File: src/rtl/wkg_pkg.sv
package wkg_pkg;
    localparam int WORD_W      = 32;
    localparam int CPU_STRIDE  = 1024;
    localparam int STRIDE_LSB  = 10;
    localparam int MODE_BIT    = 5;
endpackage

File: src/rtl/wkg_addr_dec.sv
module wkg_addr_dec
    import wkg_pkg::*;
#(
    parameter int NUM_CPUS  = 2,
    parameter int NUM_BANKS = 5,
    parameter int ADDR_W    = 12,
    parameter int CPU_W     = 1,
    parameter int BANK_W    = 3
) (
    input  logic [ADDR_W-1:0] addr,
    output logic              sel_en,
    output logic              sel_mode,
    output logic [CPU_W-1:0]  cpu_idx,
    output logic [BANK_W-1:0] bank_idx
);
    localparam int REGION_W = ADDR_W - STRIDE_LSB;
    localparam logic [ADDR_W-1:0] MODE_ADDR = ADDR_W'(NUM_CPUS * CPU_STRIDE);

    logic [REGION_W-1:0] region;
    logic [7:0]          word;
    logic                aligned;

    always_comb begin
        region   = addr[ADDR_W-1:STRIDE_LSB];
        word     = addr[STRIDE_LSB-1:2];
        aligned  = (addr[1:0] == 2'b00);
        sel_en   = aligned && (region < REGION_W'(NUM_CPUS)) && (word < 8'(NUM_BANKS));
        sel_mode = (addr == MODE_ADDR);
        cpu_idx  = region[CPU_W-1:0];
        bank_idx = word[BANK_W-1:0];
    end
endmodule

File: src/rtl/wkg_regbank.sv
module wkg_regbank
    import wkg_pkg::*;
#(
    parameter int NUM_CPUS  = 2,
    parameter int NUM_BANKS = 5,
    parameter int CPU_W     = 1,
    parameter int BANK_W    = 3
) (
    input  logic                                 clk,
    input  logic                                 rst_n,
    input  logic                                 we,
    input  logic                                 sel_en,
    input  logic                                 sel_mode,
    input  logic [CPU_W-1:0]                     cpu_idx,
    input  logic [BANK_W-1:0]                    bank_idx,
    input  logic [WORD_W-1:0]                    wdata,
    output logic [WORD_W-1:0]                    rdata,
    output logic [NUM_CPUS*NUM_BANKS*WORD_W-1:0] en_flat,
    output logic                                 indep
);
    localparam int NREG  = NUM_CPUS * NUM_BANKS;
    localparam int IDX_W = (NREG > 1) ? $clog2(NREG) : 1;

    typedef struct packed {
        logic [NREG-1:0][WORD_W-1:0] en;
        logic                        indep;
    } state_t;

    state_t           state_d, state_q;
    logic [IDX_W-1:0] idx;

    always_comb begin
        idx     = IDX_W'(int'(cpu_idx) * NUM_BANKS + int'(bank_idx));
        state_d = state_q;
        if (we && sel_en) begin
            state_d.en[idx] = wdata;
        end
        if (we && sel_mode) begin
            state_d.indep = wdata[MODE_BIT];
        end
        if (sel_en) begin
            rdata = state_q.en[idx];
        end else if (sel_mode) begin
            rdata = WORD_W'(state_q.indep) << MODE_BIT;
        end else begin
            rdata = '0;
        end
    end

    always_ff @(posedge clk or negedge rst_n) begin
        if (!rst_n) begin
            state_q <= '0;
        end else begin
            state_q <= state_d;
        end
    end

    assign en_flat = state_q.en;
    assign indep   = state_q.indep;
endmodule

File: src/rtl/wkg_wake_eval.sv
module wkg_wake_eval #(
    parameter int NUM_CPUS = 2,
    parameter int NUM_IRQ  = 160
) (
    input  logic                        clk,
    input  logic                        rst_n,
    input  logic [NUM_IRQ-1:0]          irq,
    input  logic [NUM_CPUS-1:0]         lowpwr,
    input  logic [NUM_CPUS*NUM_IRQ-1:0] en_flat,
    input  logic                        indep,
    output logic [NUM_CPUS-1:0]         wake
);
    typedef struct packed {
        logic [NUM_CPUS-1:0] wake;
    } state_t;

    state_t              state_d, state_q;
    logic [NUM_CPUS-1:0] hit;
    logic                any_hit;

    for (genvar c = 0; c < NUM_CPUS; c++) begin : g_hit
        assign hit[c] = |(irq & en_flat[c*NUM_IRQ +: NUM_IRQ]);
    end

    always_comb begin
        any_hit = |hit;
        state_d = state_q;
        for (int c = 0; c < NUM_CPUS; c++) begin
            state_d.wake[c] = lowpwr[c] & (indep ? hit[c] : any_hit);
        end
    end

    always_ff @(posedge clk or negedge rst_n) begin
        if (!rst_n) begin
            state_q <= '0;
        end else begin
            state_q <= state_d;
        end
    end

    assign wake = state_q.wake;
endmodule

File: src/rtl/wkg_top.sv
module wkg_top
    import wkg_pkg::*;
#(
    parameter int NUM_CPUS  = 2,
    parameter int NUM_BANKS = 5,
    parameter int ADDR_W    = 12
) (
    input  logic                        clk,
    input  logic                        rst_n,
    input  logic [NUM_BANKS*WORD_W-1:0] spi_in,
    input  logic [NUM_CPUS-1:0]         cpu_lowpwr,
    input  logic [ADDR_W-1:0]           reg_addr,
    input  logic                        reg_we,
    input  logic [WORD_W-1:0]           reg_wdata,
    output logic [WORD_W-1:0]           reg_rdata,
    output logic [NUM_BANKS*WORD_W-1:0] irq_fwd,
    output logic [NUM_CPUS-1:0]         cpu_wake
);
    localparam int NUM_IRQ = NUM_BANKS * WORD_W;
    localparam int CPU_W   = (NUM_CPUS > 1) ? $clog2(NUM_CPUS) : 1;
    localparam int BANK_W  = (NUM_BANKS > 1) ? $clog2(NUM_BANKS) : 1;

    logic                        sel_en;
    logic                        sel_mode;
    logic [CPU_W-1:0]            cpu_idx;
    logic [BANK_W-1:0]           bank_idx;
    logic [NUM_CPUS*NUM_IRQ-1:0] en_flat;
    logic                        indep_mode;

    wkg_addr_dec #(
        .NUM_CPUS (NUM_CPUS),
        .NUM_BANKS(NUM_BANKS),
        .ADDR_W   (ADDR_W),
        .CPU_W    (CPU_W),
        .BANK_W   (BANK_W)
    ) u_dec (
        .addr    (reg_addr),
        .sel_en  (sel_en),
        .sel_mode(sel_mode),
        .cpu_idx (cpu_idx),
        .bank_idx(bank_idx)
    );

    wkg_regbank #(
        .NUM_CPUS (NUM_CPUS),
        .NUM_BANKS(NUM_BANKS),
        .CPU_W    (CPU_W),
        .BANK_W   (BANK_W)
    ) u_regs (
        .clk     (clk),
        .rst_n   (rst_n),
        .we      (reg_we),
        .sel_en  (sel_en),
        .sel_mode(sel_mode),
        .cpu_idx (cpu_idx),
        .bank_idx(bank_idx),
        .wdata   (reg_wdata),
        .rdata   (reg_rdata),
        .en_flat (en_flat),
        .indep   (indep_mode)
    );

    wkg_wake_eval #(
        .NUM_CPUS(NUM_CPUS),
        .NUM_IRQ (NUM_IRQ)
    ) u_wake (
        .clk    (clk),
        .rst_n  (rst_n),
        .irq    (spi_in),
        .lowpwr (cpu_lowpwr),
        .en_flat(en_flat),
        .indep  (indep_mode),
        .wake   (cpu_wake)
    );

    // Interrupts bypass the wakeup gating entirely on their way to the controller.
    assign irq_fwd = spi_in;
endmodule

File: config.mk
export PLATFORM = sky130hd
export DESIGN_NAME = wkg_top
export DESIGN_NICKNAME = d
export VERILOG_FILES = /design/src/rtl/wkg_pkg.sv /design/src/rtl/wkg_addr_dec.sv /design/src/rtl/wkg_regbank.sv /design/src/rtl/wkg_wake_eval.sv /design/src/rtl/wkg_top.sv
export SDC_FILE = /design/constraint.sdc
export NUM_CORES = 1
export LEC_CHECK = 0
export BUFFER_PORTS_ARGS = -buffer_cell sky130_fd_sc_hd__clkbuf_2
export CORE_ASPECT_RATIO = 1.75
export CORE_MARGIN = 1
export CORE_UTILIZATION = 45
export DETAILED_ROUTE_END_ITERATION = 10
export GPL_TIMING_DRIVEN = 0
export PLACE_DENSITY = 0.73
export SETUP_SLACK_MARGIN = 0.5
export SLEW_MARGIN = 15
export SYNTH_ARGS = -nofsm -noshare
export SYNTH_HDL_FRONTEND = slang
export SYNTH_SLANG_ARGS = --single-unit
export TNS_END_PERCENT = 10
File: constraint.sdc
create_clock -name clk -period 6 [get_ports clk]
set_input_delay 0.6 -clock clk [delete_from_list [all_inputs] [get_ports clk]]
set_output_delay 0.6 -clock clk [all_outputs]
set_load 0.005 [all_outputs]
Word-level counts from Yosys, hierarchy flattened
Cells that the tools add are included.
{"block": "word_totals", "input_bits": 209, "register_bits": 323, "word_cells": 41, "out_inout_bits": 194}
{"block": "op_classes", "bitwise": 4, "add_sub_neg": 1, "mul": 1, "n_reduce_logical": 9, "n_eq_ne": 1, "mux": 9, "n_lt_le_gt_ge": 4}
{"operator": "bitwise AND 160 bit", "count": 2}
{"operator": "bitwise mux 320 bit", "count": 1}
{"operator": "OR reduction 160 bit", "count": 2}
{"operator": "OR reduction 320 bit", "count": 1}
{"operator": "binary-select mux 32 bit (select 4 bit)", "count": 1}
{"operator": "demux 32 bit (select 4 bit)", "count": 1}
{"operator": "2-to-1 mux 32 bit", "count": 3}
{"operator": "equality test 12 bit, second input constant", "count": 1}
{"operator": "< comparator 8 x 3 -> 1 bit, second input constant", "count": 1}
{"operator": "2-to-1 mux 6 bit", "count": 1}
{"operator": "logical AND 1 bit", "count": 5}
{"operator": "< comparator 4 x 5 -> 1 bit, second input constant", "count": 1}
{"operator": "adder 4 bit", "count": 1}
{"operator": ">= comparator 4 x 1 -> 1 bit, second input constant", "count": 1}
{"operator": "multiplier 1 x 3 -> 4 bit, second input constant", "count": 1}
{"operator": "bitwise AND 1 bit", "count": 2}
{"operator": "logical NOT 2 bit", "count": 1}
{"operator": "< comparator 2 bit, second input constant", "count": 1}
{"operator": "2-to-1 mux 1 bit", "count": 2}

Logic depth before layout (Yosys ltp)
Gate-level depths: netlist of run 1.
{"block": "depth", "ltp_word": 7, "depth_mapped": 10}

Cells and area by module
Synthesis of run 1 repeated with hierarchy kept, for this count alone.
{"block": "hier_totals", "cells_unflattened": 1338, "hier_area_um2": 18042.3}
{"module": "wkg_regbank", "n_inst": 1, "area_each_um2": 15080.7, "cells_per_inst": 966, "seq_area_each_um2": 8032.7}
{"module": "wkg_wake_eval", "n_inst": 1, "area_each_um2": 1670.4, "cells_per_inst": 202, "seq_area_each_um2": 50.0}
{"module": "wkg_top", "n_inst": 1, "area_each_um2": 1201.2, "cells_per_inst": 160, "seq_area_each_um2": 0.0}
{"module": "wkg_addr_dec", "n_inst": 1, "area_each_um2": 90.1, "cells_per_inst": 10, "seq_area_each_um2": 0.0}

Least setup slack after synthesis of run 1
Ideal clock, no wire load.
{"block": "synth_timing", "path_type": "input -> output", "from": "in reg_addr[2]", "to": "out reg_rdata[31]", "stages": 8, "path_slack_ps": 2397, "arrival_time_ps": 3003, "required_ps": 5400, "path_cell_list": "ha_1 > ha_1 > clkbuf_1 > buf_1 > mux4_2 > mux2_2 > a222oi_1 > nor2_1"}
{"block": "synth_via", "elab_chain_len": 4, "elab_cells_between_ends": 6, "classes_between": "add/sub: 1; order compare: 1; mux: 3; reduce/logical: 1"}
{"element": "start, declared", "line": "wkg_top.sv:12", "text": "input logic [ADDR_W-1:0] reg_addr,"}
{"element": "adder 4 bit", "line": "wkg_regbank.sv:33", "text": "idx = IDX_W'(int'(cpu_idx) * NUM_BANKS + int'(bank_idx));"}
{"element": "binary-select mux 32 bit (select 4 bit)", "line": "wkg_regbank.sv:42", "text": "rdata = state_q.en[idx];"}
{"element": "2-to-1 mux 32 bit (implied by the code)", "line": "wkg_regbank.sv:42"}
{"element": "2-to-1 mux 32 bit (*)", "line": "wkg_regbank.sv:41", "text": "if (sel_en) begin"}
{"element": "end, declared", "line": "wkg_top.sv:15", "text": "output logic [WORD_W-1:0] reg_rdata,"}
Every way passes the cells marked *; elsewhere a longest branch is shown, timed or not. The select of a mux whose other input is x is not followed.

Final worst setup path of run 1
{"block": "layout_timing", "from": "in reg_addr[10]", "to": "out reg_rdata[29]"}
{"block": "layout_via", "elab_chain_len": 5, "elab_cells_between_ends": 8, "classes_between": "add/sub: 1; mul: 1; order compare: 1; mux: 3; reduce/logical: 2"}
{"element": "multiplier 1 x 3 -> 4 bit", "line": "wkg_regbank.sv:33"}
{"element": "adder 4 bit", "line": "wkg_regbank.sv:33"}
{"element": "binary-select mux 32 bit (select 4 bit)", "line": "wkg_regbank.sv:42"}
{"element": "2-to-1 mux 32 bit (implied by the code)", "line": "wkg_regbank.sv:42"}
{"element": "2-to-1 mux 32 bit (*)", "line": "wkg_regbank.sv:41"}
Marked as above.

==> results of run 1 <==
[final cells by class]
type / count / area (µm²)
clock buffer: 46 / 902
antenna: 2 / 5.00
clock inverter: 11 / 109
sequential: 323 / 8080
buffer: 254 / 1590
fill: 3284 / 16900
tap: 480 / 601
inverter: 4 / 15.0
multi-input combinational: 721 / 7720
timing repair buffer: 375 / 1960
[routing by layer]
| metal | share of wire | routed length [µm] |
|---|---|---|
| met1 | 0.32 | 28100 |
| met2 | 0.46 | 39500 |
| met3 | 0.11 | 9240 |
| met4 | 0.11 | 9800 |
| met5 | 0.00045 | 39 |
[state kept, by name, summed over array words and instances, names as in the netlist]
| name | count |
|---|---|
| u_regs.en_flat | 320 |
| u_wake.wake | 2 |
| u_regs.indep | 1 |
[cell usage in the layout, fill, tap and decap left out, types with 2 or more instances in the layout]
cell and n:
a21oi_1 2, a221oi_1 52, a222oi_1 31, a22o_1 52, a22oi_1 57, buf_1 42, buf_16 3, buf_2 26
buf_4 161, bufinv_16 2, clkbuf_1 34, clkbuf_16 31, clkbuf_2 370, clkbuf_8 8, clkinv_2 8, dfrtp_1 323
diode_2 2, ha_1 4, inv_1 4, mux2_1 2, mux2_2 350, mux4_2 63, nand2_1 9, nand3_1 7
nand3_2 2, nand4_1 24, nor2_1 34, nor2b_1 2, nor3_1 2, nor4_1 2, o21ai_0 2, o31ai_1 2
or4_1 8
[per-stage QoR]
| step | std cells | instance area (µm²) | setup TNS, ps | util | setup slack [ps] |
|---|---|---|---|---|---|
| final | 2216 | 21000 | 0 | 0.554 | 776 |
| after global routing | 2214 | 21000 | 0 | 0.554 | 697 |
| after CTS | 2213 | 21000 | 0 | 0.553 | 851 |
| after detailed placement | 2156 | 19900 | 0 | 0.527 | 852 |
| after global placement | 2153 | 19800 | -870330 | 0.524 | -2760 |
| after floorplan | 1302 | 17400 | 0 | - | 2400 |
[kinds of logic after synthesis]
logic type      Yosys count  synth area share
compound gates          203            0.0989
xor+xnor                  1          0.000504
fa+ha+maj                 4           0.00288
buf+inv                 258            0.0921
flops                   323             0.465
mux                     415             0.310
simple gates             98            0.0310
[worst max path at each step]
| stage | cells past startpoint | endpoint | slack [ps] | from |
|---|---|---|---|---|
| 2_1_floorplan | 8 | reg_rdata[31] | 2400 | reg_addr[2] |
| 3_5_place_dp | 11 | reg_rdata[29] | 850 | reg_addr[10] |
| 4_1_cts | 11 | reg_rdata[29] | 850 | reg_addr[10] |
| 6_report | 11 | reg_rdata[29] | 780 | reg_addr[10] |
| 5_1_grt | 12 | reg_rdata[30] | 700 | reg_addr[10] |
| 3_3_place_gp | 1 | u_regs.en_flat[2] | -2760 | rst_n |
[power by group]
group / internal (mW) / total, mW / switching [mW]
registers: 2.19 / 2.20 / 0.0130
logic: 0.227 / 0.610 / 0.383
clock network: 1.12 / 2.03 / 0.905
==> impl_metrics.tcl, run 1 <==
set metrics [dict create \
    outcome "complete, no violations" \
    fmax_ghz 0.191 \
    cap_violations 0 \
    syn_to_final_growth_pct 20.6 \
    finalCriticalPeriod_ps 5220 \
    vdd.ir_drop.worst_mv 0.189 \
    power_mw 4.84 \
    clock-sinks 323 \
    synth_ff_type "dfrtp_1" \
    synth_async_sr_flop_share 1.00 \
    finClkSkew_ps 10.4 \
    postSynthAreaPerCell_um2 13.4 \
    grtUsageTotal 0.444 \
    reg2reg_from "u_regs.en_flat[188]" \
    antenna_found_initial 5 \
    hpwlAfterDp_um 66700 \
    nets 1923 \
    post_cts_buffers 0 \
    path_cells "clkbuf_2 -> ha_1 -> ha_1 -> clkbuf_1 -> clkbuf_1 -> buf_1 -> mux4_2 -> mux2_2 -> a222oi_1 -> nor2_1 -> clkbuf_2" \
    vias 14933 \
    rr_endpoint "u_wake.wake[0]" \
    critPathTopFamily "buffers and inverters" \
    clock_latency_ps 600 \
    clockRootBuffer "clkbuf_16" \
    numCtsBuffers 31 \
    routed_via_density 6.74 \
    max-slew-margin-rel 0.100 \
    worstSetupStartpointType "input port" \
    drv_slew 0 \
    critPathCaptureType "primary output" \
    design.die.area_um2 39500 \
    critPathArrivalTime_ps 4620 \
    path_clk_slew_ps 60 \
    gr-usage-met3 0.110 \
    wl_per_cell_um 39.1 \
    drt_iter0_markers 1897 \
    ff2ff_setup_slack_ps 2660 \
    yosysMostFrequentCell "mux2_2" \
    holdWs_ps 14.5 \
    cts_tree "done" \
    grt_pass1_vias 14660 \
    rsz0062_at_grt "false" \
    netlist_area_um2 17400 \
    firstDrtPassIters 5 \
    critPathKind "in2out" \
    cp_num_buf_inv 5 \
    core_area_um2 37900 \
    ys_top_cells_by_area "dfrtp_1, mux2_2, mux4_2, buf_4, a221oi_1" \
    io-pin-count 403 \
    port-buffer-count 371 \
    synth_seq_cells 323 \
    setup_viol 0 \
    grt_max_degree 96 \
    p_leak_nw 10.7 \
    synth.net_count 1515 \
    top_usage_layer "met2" \
    cts_hold_buf 0 \
    grt_pass1_wl_um 116000 \
    grt.overflow.total 0 \
    hold_viol 0 \
    reg2reg_depth 6 \
    synth_top_area_share 0.465 \
    gr-usage-met1 0.498 \
    synth-edff-count 0 \
    slowest_delay_ps 720 \
    die_w_um 151 \
    wl_um 86700 \
    seq_area_frac_synth 0.465 \
    hold_path_class "in2async" \
    start_util 0.459 \
    critPathRequiredTime_ps 5400 \
    slowest_stage "buf_1" \
    period_share 0.871 \
    h-tree-depth 1 \
    placementRows 94 \
    ctsResizeCount 0 \
    yosysTopAreaCell "dfrtp_1" \
    yosys_warnings 0 \
    drive_gt1_frac 0.595 \
    synth_cells 1302 \
    synth_cell_types 37 \
    ant_nets 0 \
    gp_congestion 1.04 \
    clk_path_buf_depth 3 \
    die_y_um 262 \
    worst_pin_slew_ps 1350 \
    crit_path_max_fanout 10 \
    powerDensity_nw_per_um2 231 \
    drc 0 \
    synth_common_cells "mux2_2, dfrtp_1, buf_4" \
    met2_usage 0.690 \
]
No activity file was read; power rests on OpenSTA's default activity.
==> run 2, diff against run 1 <==
--- a/config.mk
+++ b/config.mk
@@ -7,11 +7,11 @@
 export LEC_CHECK = 0
 export BUFFER_PORTS_ARGS = -buffer_cell sky130_fd_sc_hd__clkbuf_2
 export CORE_ASPECT_RATIO = 1.75
-export CORE_MARGIN = 1
+export CORE_MARGIN = 2
 export CORE_UTILIZATION = 45
 export DETAILED_ROUTE_END_ITERATION = 10
 export GPL_TIMING_DRIVEN = 0
-export PLACE_DENSITY = 0.73
+export PLACE_DENSITY = 0.75
 export SETUP_SLACK_MARGIN = 0.5
 export SLEW_MARGIN = 15
 export SYNTH_ARGS = -nofsm -noshare
==> constraint.sdc (replaced) <==
create_clock -name clk -period 4.2 [get_ports clk]
set_input_delay 0.42 -clock clk [delete_from_list [all_inputs] [get_ports clk]]
set_output_delay 0.42 -clock clk [all_outputs]
set_load 0.005 [all_outputs]
==> impl_metrics.tcl, run 2 (same netlist as run 1, synthesis figures left out) <==
set metrics [dict create \
    critPathCaptureType "primary output" \
    placementRows 95 \
    p_comb_frac 0.124 \
    grt_max_degree 99 \
    rsz0062_at_grt "true" \
    slowest_stage "a222oi_1" \
    wl_per_cell_um 38.5 \
    top_usage_layer "met2" \
    core_area_um2 38300 \
    clock-sinks 323 \
    path_cells "clkbuf_2 -> ha_1 -> ha_1 -> clkbuf_2 -> buf_4 -> buf_4 -> mux4_2 -> mux2_2 -> a222oi_1 -> nor2_1 -> clkbuf_2" \
    largest_reg_flops 320 \
    vias 14705 \
    crit_path_max_fanout 10 \
    critPathLaunch "reg_addr[10]" \
    finClkSkew_ps 26.5 \
    drv_slew 0 \
    reg2reg_depth 6 \
    powerDensity_nw_per_um2 335 \
    nets 1923 \
    setup_viol 0 \
    drive_gt1_frac 0.612 \
    p_sw_mw 1.87 \
    wl_um 85400 \
    worst_pin_slew_ps 1260 \
    power_mw 7.08 \
    finalCriticalPeriod_ps 3730 \
    grt_pass1_vias 14903 \
    hold_path_class "in2reg" \
    critPathRequiredTime_ps 3780 \
    clockRootBuffer "clkbuf_16" \
    rr_endpoint "u_wake.wake[0]" \
    grt.overflow.total 0 \
    max-slew-margin-rel 0.159 \
    post_cts_buffers 0 \
    cts_tree "done" \
    ant_nets 0 \
    path_clk_slew_ps 70 \
    hpwlAfterDp_um 68400 \
    crit_end "reg_rdata[27]" \
    numCtsBuffers 31 \
    critPathArrivalTime_ps 3310 \
    critPathKind "in2out" \
    holdWs_ps 57.2 \
    io-pin-count 403 \
    start_util 0.454 \
    cpMostUsedCell "clkbuf_2" \
    final_cell_mix "clkbuf_2, mux2_2, dfrtp_1, buf_4, mux4_2" \
    drc 0 \
    gr-usage-met1 0.457 \
    design.die.area_um2 40300 \
    p_leak_nw 10.8 \
    p_clk_frac 0.433 \
    syn_to_final_growth_pct 21.7 \
    firstDrtPassIters 9 \
    outcome "complete, no violations" \
    slowest_delay_ps 540 \
    period_share 0.887 \
    drt_iter0_markers 1639 \
    gp_congestion 1.04 \
    fmax_ghz 0.268 \
    hold_viol 0 \
    routed_via_density 6.62 \
    p_seq_frac 0.444 \
    clk_path_buf_depth 3 \
    dpl_worst_slack_ps -501 \
    die_y_um 264 \
    grtUsageTotal 0.419 \
    worstSetupStartpointType "input port" \
    vdd.ir_drop.worst_mv 0.363 \
    antenna_found_initial 2 \
    h-tree-depth 1 \
    p_int_mw 5.21 \
    reg2reg_from "u_regs.en_flat[178]" \
    met2_usage 0.689 \
    gr-usage-met3 0.0755 \
    grt_pass1_wl_um 117000 \
    clock_latency_ps 620 \
    die_w_um 153 \
    port-buffer-count 371 \
    ff2ff_setup_slack_ps 640 \
    final_common_cell "clkbuf_2" \
    power_switching_share 0.264 \
    cap_violations 0 \
    worst_slack_ps 473 \
]
## run 2: cell types whose count changed in the layout (fill, tap and decap cells not counted), moves of 2 or more
cell | before | now
clkbuf_2 | 370 | 378
clkinv_2 | 8 | 4
clkbuf_1 | 34 | 13
clkinvlp_4 | 0 | 5
bufinv_16 | 2 | 4
buf_1 | 42 | 33
clkbuf_4 | 0 | 8
buf_6 | 0 | 2
buf_2 | 26 | 30
## run 2: how the worst min path moves through the flow
stage                     slack (ps)             endpoint  depth (start not counted)                start
after floorplan                  120    u_regs.en_flat[0]                          0                rst_n
after global placement           500  u_regs.en_flat[113]                          1  u_regs.en_flat[113]
after detailed placement         500  u_regs.en_flat[134]                          1                rst_n
after CTS                         60  u_regs.en_flat[293]                          2         reg_wdata[5]
after global routing              90  u_regs.en_flat[293]                          2         reg_wdata[5]
final                             60  u_regs.en_flat[293]                          2         reg_wdata[5]
## run 2: final cells by class
type                            count  area (µm²)
Timing Repair Buffer              375        1960
Tap cell                          485         607
Multi-Input combinational cell    721        7720
Antenna cell                        1        2.50
Clock buffer                       41         893
Clock inverter                     16         215
Inverter                            4        15.0
Sequential cell                   323        8080
Fill cell                        3368       17100
Buffer                            254        1650
## run 2: power by group through the flow
stage	logic [mW]	registers (mW)	clock network, mW
CTS	0.860	3.14	3.08
detailed placement	0.847	3.20	0
floorplan	0.346	3.19	0
finish	0.875	3.14	3.06
global placement	0.831	3.20	0
global route	0.907	3.14	3.18
## run 2: layer usage
layer,vias up,part of all wire
met4,2,0.12
li1,5744,-
met3,366,0.090
met1,7451,0.32
met2,1142,0.47
met5,-,0.00015
## run 2: critical path: cells and delay by family
family,cells,cell delay [ps]
compound gates,1,540
fa+ha+maj,2,500
simple gates,1,80
mux,2,610
buf+inv,5,1150
## run 2: metrics by stage
| stage | setup TNS, ps | instances | instance area, µm² | utilization |
|---|---|---|---|---|
| global route | 0 | 2219 | 21100 | 0.553 |
| global placement | -1395660 | 2158 | 19800 | 0.519 |
| detailed placement | -6530 | 2161 | 20000 | 0.521 |
| floorplan | 0 | 1302 | 17400 | - |
| finish | 0 | 2220 | 21200 | 0.553 |
| CTS | 0 | 2219 | 21100 | 0.552 |
## run 2: what timing repair did
action	in CTS	in global routing
endpoints found under the setup margin	32	21
endpoints found under the hold margin	78	0
hold buffers	1	0
pin swaps	0	2
gates resized for setup	39	23
==> run 3, diff against run 2 <==
--- a/config.mk
+++ b/config.mk
@@ -5,6 +5,7 @@
 export SDC_FILE = /design/constraint.sdc
 export NUM_CORES = 1
 export LEC_CHECK = 0
+export ABC_CLOCK_PERIOD_IN_PS = 4200
 export BUFFER_PORTS_ARGS = -buffer_cell sky130_fd_sc_hd__clkbuf_2
 export CORE_ASPECT_RATIO = 1.75
 export CORE_MARGIN = 2
@@ -16,5 +17,6 @@
 export SLEW_MARGIN = 15
 export SYNTH_ARGS = -nofsm -noshare
 export SYNTH_HDL_FRONTEND = slang
+export SYNTH_HIERARCHICAL = 1
 export SYNTH_SLANG_ARGS = --single-unit
 export TNS_END_PERCENT = 10
==> impl_metrics.tcl, run 3 <==
set metrics [dict create \
    yosysTopAreaCell "dfrtp_1" \
    min_path_cells 2 \
    vdd.ir_drop.worst_mv 0.394 \
    grt.overflow.total 0 \
    dpl_worst_slack_ps 96.5 \
    finalCriticalPeriod_ps 3840 \
    p_leak_nw 11.0 \
    routed_via_density 6.66 \
    clock-sinks 323 \
    gp_congestion 1.06 \
    powerDensity_nw_per_um2 341 \
    post_cts_buffers 0 \
    antenna_found_initial 0 \
    worstSetupStartpointType "input port" \
    path_cells "clkbuf_2 -> buf_4 -> ha_1 -> ha_1 -> buf_2 -> clkbuf_1 -> mux4_2 -> nor3b_1 -> o31a_1 -> clkbuf_2" \
    synth-edff-count 0 \
    drive_gt1_frac 0.587 \
    worst_pin_slew_ps 1310 \
    slowest_stage "clkbuf_1" \
    numCtsBuffers 35 \
    slowest_delay_ps 730 \
    synth_async_sr_flop_share 1.00 \
    cap_violations 0 \
    rsz0062_at_grt "true" \
    clock_latency_ps 550 \
    synth_seq_cells 323 \
    cts_tree "done" \
    vias 15315 \
    seq_area_frac_synth 0.448 \
    io-pin-count 403 \
    setup_viol 0 \
    num-fill-cells 3475 \
    synth_top_area_share 0.448 \
    die_y_um 269 \
    critPathRequiredTime_ps 3780 \
    port-buffer-count 402 \
    critPathArrivalTime_ps 3420 \
    hp-start "reg_wdata[5]" \
    max-slew-margin-rel 0.124 \
    postSynthAreaPerCell_um2 13.5 \
    final_cells 2301 \
    die_w_um 155 \
    synth_cell_types 43 \
    synth_cells 1338 \
    period_share 0.914 \
    drt_iter0_markers 1563 \
    h-tree-depth 2 \
    dp_cells 2238 \
    final_cell_mix "clkbuf_2, dfrtp_1, mux2_2, buf_4, mux4_2" \
    hold_path_class "in2reg" \
    rr_endpoint "u_wake/wake[0]" \
    placed_area_um2 20800 \
    grt_max_degree 92 \
    drc 0 \
    final_common_cell "clkbuf_2" \
    reg2reg_from "u_regs/en_flat[70]" \
    start_util 0.453 \
    design.die.area_um2 41800 \
    final-seq-area_um2 8080 \
    largest_reg_flops 320 \
    outcome "complete, no violations" \
    holdWs_ps 142 \
    reg2reg_depth 6 \
    grt_pass1_vias 15367 \
    nets 1993 \
    yosysMostFrequentCell "dfrtp_1" \
    core_area_um2 39800 \
    fmax_ghz 0.260 \
    finClkSkew_ps 23.8 \
    clockRootBuffer "clkbuf_16" \
    grtUsageTotal 0.447 \
    wl_um 94000 \
    placementRows 97 \
    stdcell_area_um2 22000 \
    multi_input_area_um2 8250 \
    path_clk_slew_ps 60 \
    critPathCaptureType "primary output" \
    ff2ff_setup_slack_ps 880 \
    syn_to_final_growth_pct 22.1 \
    hold_viol 0 \
    ant_nets 0 \
    timing.hold.worst_endpoint "u_regs/en_flat[293]" \
    yosys_warnings 6 \
    firstDrtPassIters 5 \
    clk_path_buf_depth 3 \
    synth_ff_type "dfrtp_1" \
    critPathKind "in2out" \
    drv_slew 0 \
    synth.net_count 1550 \
    ys_top_cells_by_area "dfrtp_1, mux2_2, mux4_2, buf_4, a221oi_1" \
    grt_pass1_wl_um 126000 \
    synth_common_cells "dfrtp_1, mux2_2, buf_4" \
    crit_path_max_fanout 10 \
    netlist_area_um2 18000 \
    worst_slack_ps 361 \
    hpwlAfterDp_um 74600 \
    wl_per_cell_um 40.9 \
]
## run 3: cell count changes in the layout (fill, tap and decap cells not counted), moves of 30 or more
cell      previous run  this run
mux2_2             350       301
buf_1               33         3
a222oi_1            31         0
nor3b_1              1        63
o31a_1               0        32
mux2i_1              0        32
## run 3: what timing repair did
action,CTS,global route
resized for setup,7,4
pin swaps,0,0
hold buffers,1,0
setup endpoints to repair,27,22
endpoints found under the hold margin,72,0
## run 3: kinds of logic after synthesis
family                     count (synthesis)  share of synthesized area
adders and majority gates                  3                    0.00208
buffers and inverters                    237                     0.0953
DFF                                      323                      0.448
muxes                                    419                      0.300
AOI/OAI and AO/OA                        201                     0.0943
and+or+nand+nor                          155                     0.0607
## run 3: area by class of cell
cell class	count	area share
inverters	2	0.000341
repair buffers	406	0.0959
clock buffers	50	0.0479
plain buffers	235	0.0783
clock inverters	11	0.00818
diodes	1	0.000114
flip-flops and latches	323	0.367
multi-input cells	778	0.374
well taps	495	0.0281
## run 3: critical path, delay by kind of cell
| kind | cells | cell delay (ps) |
|---|---|---|
| buffers and inverters | 5 | 1440 |
| adder cells (fa/ha/maj) | 2 | 620 |
| multiplexers | 1 | 420 |
| AO/OA/AOI/OAI | 1 | 330 |
| AND/OR/NAND/NOR | 1 | 160 |
## run 3: power by group
| group | switching, mW | leakage (nW) | internal, mW |
|---|---|---|---|
| Sequential | 0.0228 | 4.51 | 3.13 |
| Combinational | 0.625 | 5.88 | 0.347 |
| Clock | 1.33 | 0.614 | 2.05 |
| Total | 1.97 | 11.0 | 5.53 |
## run 3: how the worst max path moves through the flow
stage | start | end | slack, ps | cells after the start
2_1_floorplan | reg_addr[10] | reg_rdata[10] | 1360 | 8
3_3_place_gp | rst_n | u_regs/en_flat[159] | -4450 | 1
3_5_place_dp | reg_addr[10] | reg_rdata[30] | 100 | 10
4_1_cts | reg_addr[10] | reg_rdata[30] | 420 | 10
5_1_grt | reg_addr[10] | reg_rdata[6] | 390 | 10
6_report | reg_addr[10] | reg_rdata[6] | 360 | 10
## run 3: layer usage
metal,vias up,GRT usage,share of wire
met4,0,0.360,0.10
met3,354,0.0929,0.085
met5,-,0,0
met2,1207,0.734,0.47
li1,5948,-,-
met1,7806,0.505,0.34
## run 3: through the flow
stage	power (mW)	setup TNS, ps	utilization
3_3_place_gp	4.14	-1423480	0.519
2_1_floorplan	3.56	0	-
4_1_cts	7.50	0	0.553
6_report	7.50	0	0.553
5_1_grt	7.66	0	0.553
3_5_place_dp	4.15	0	0.522
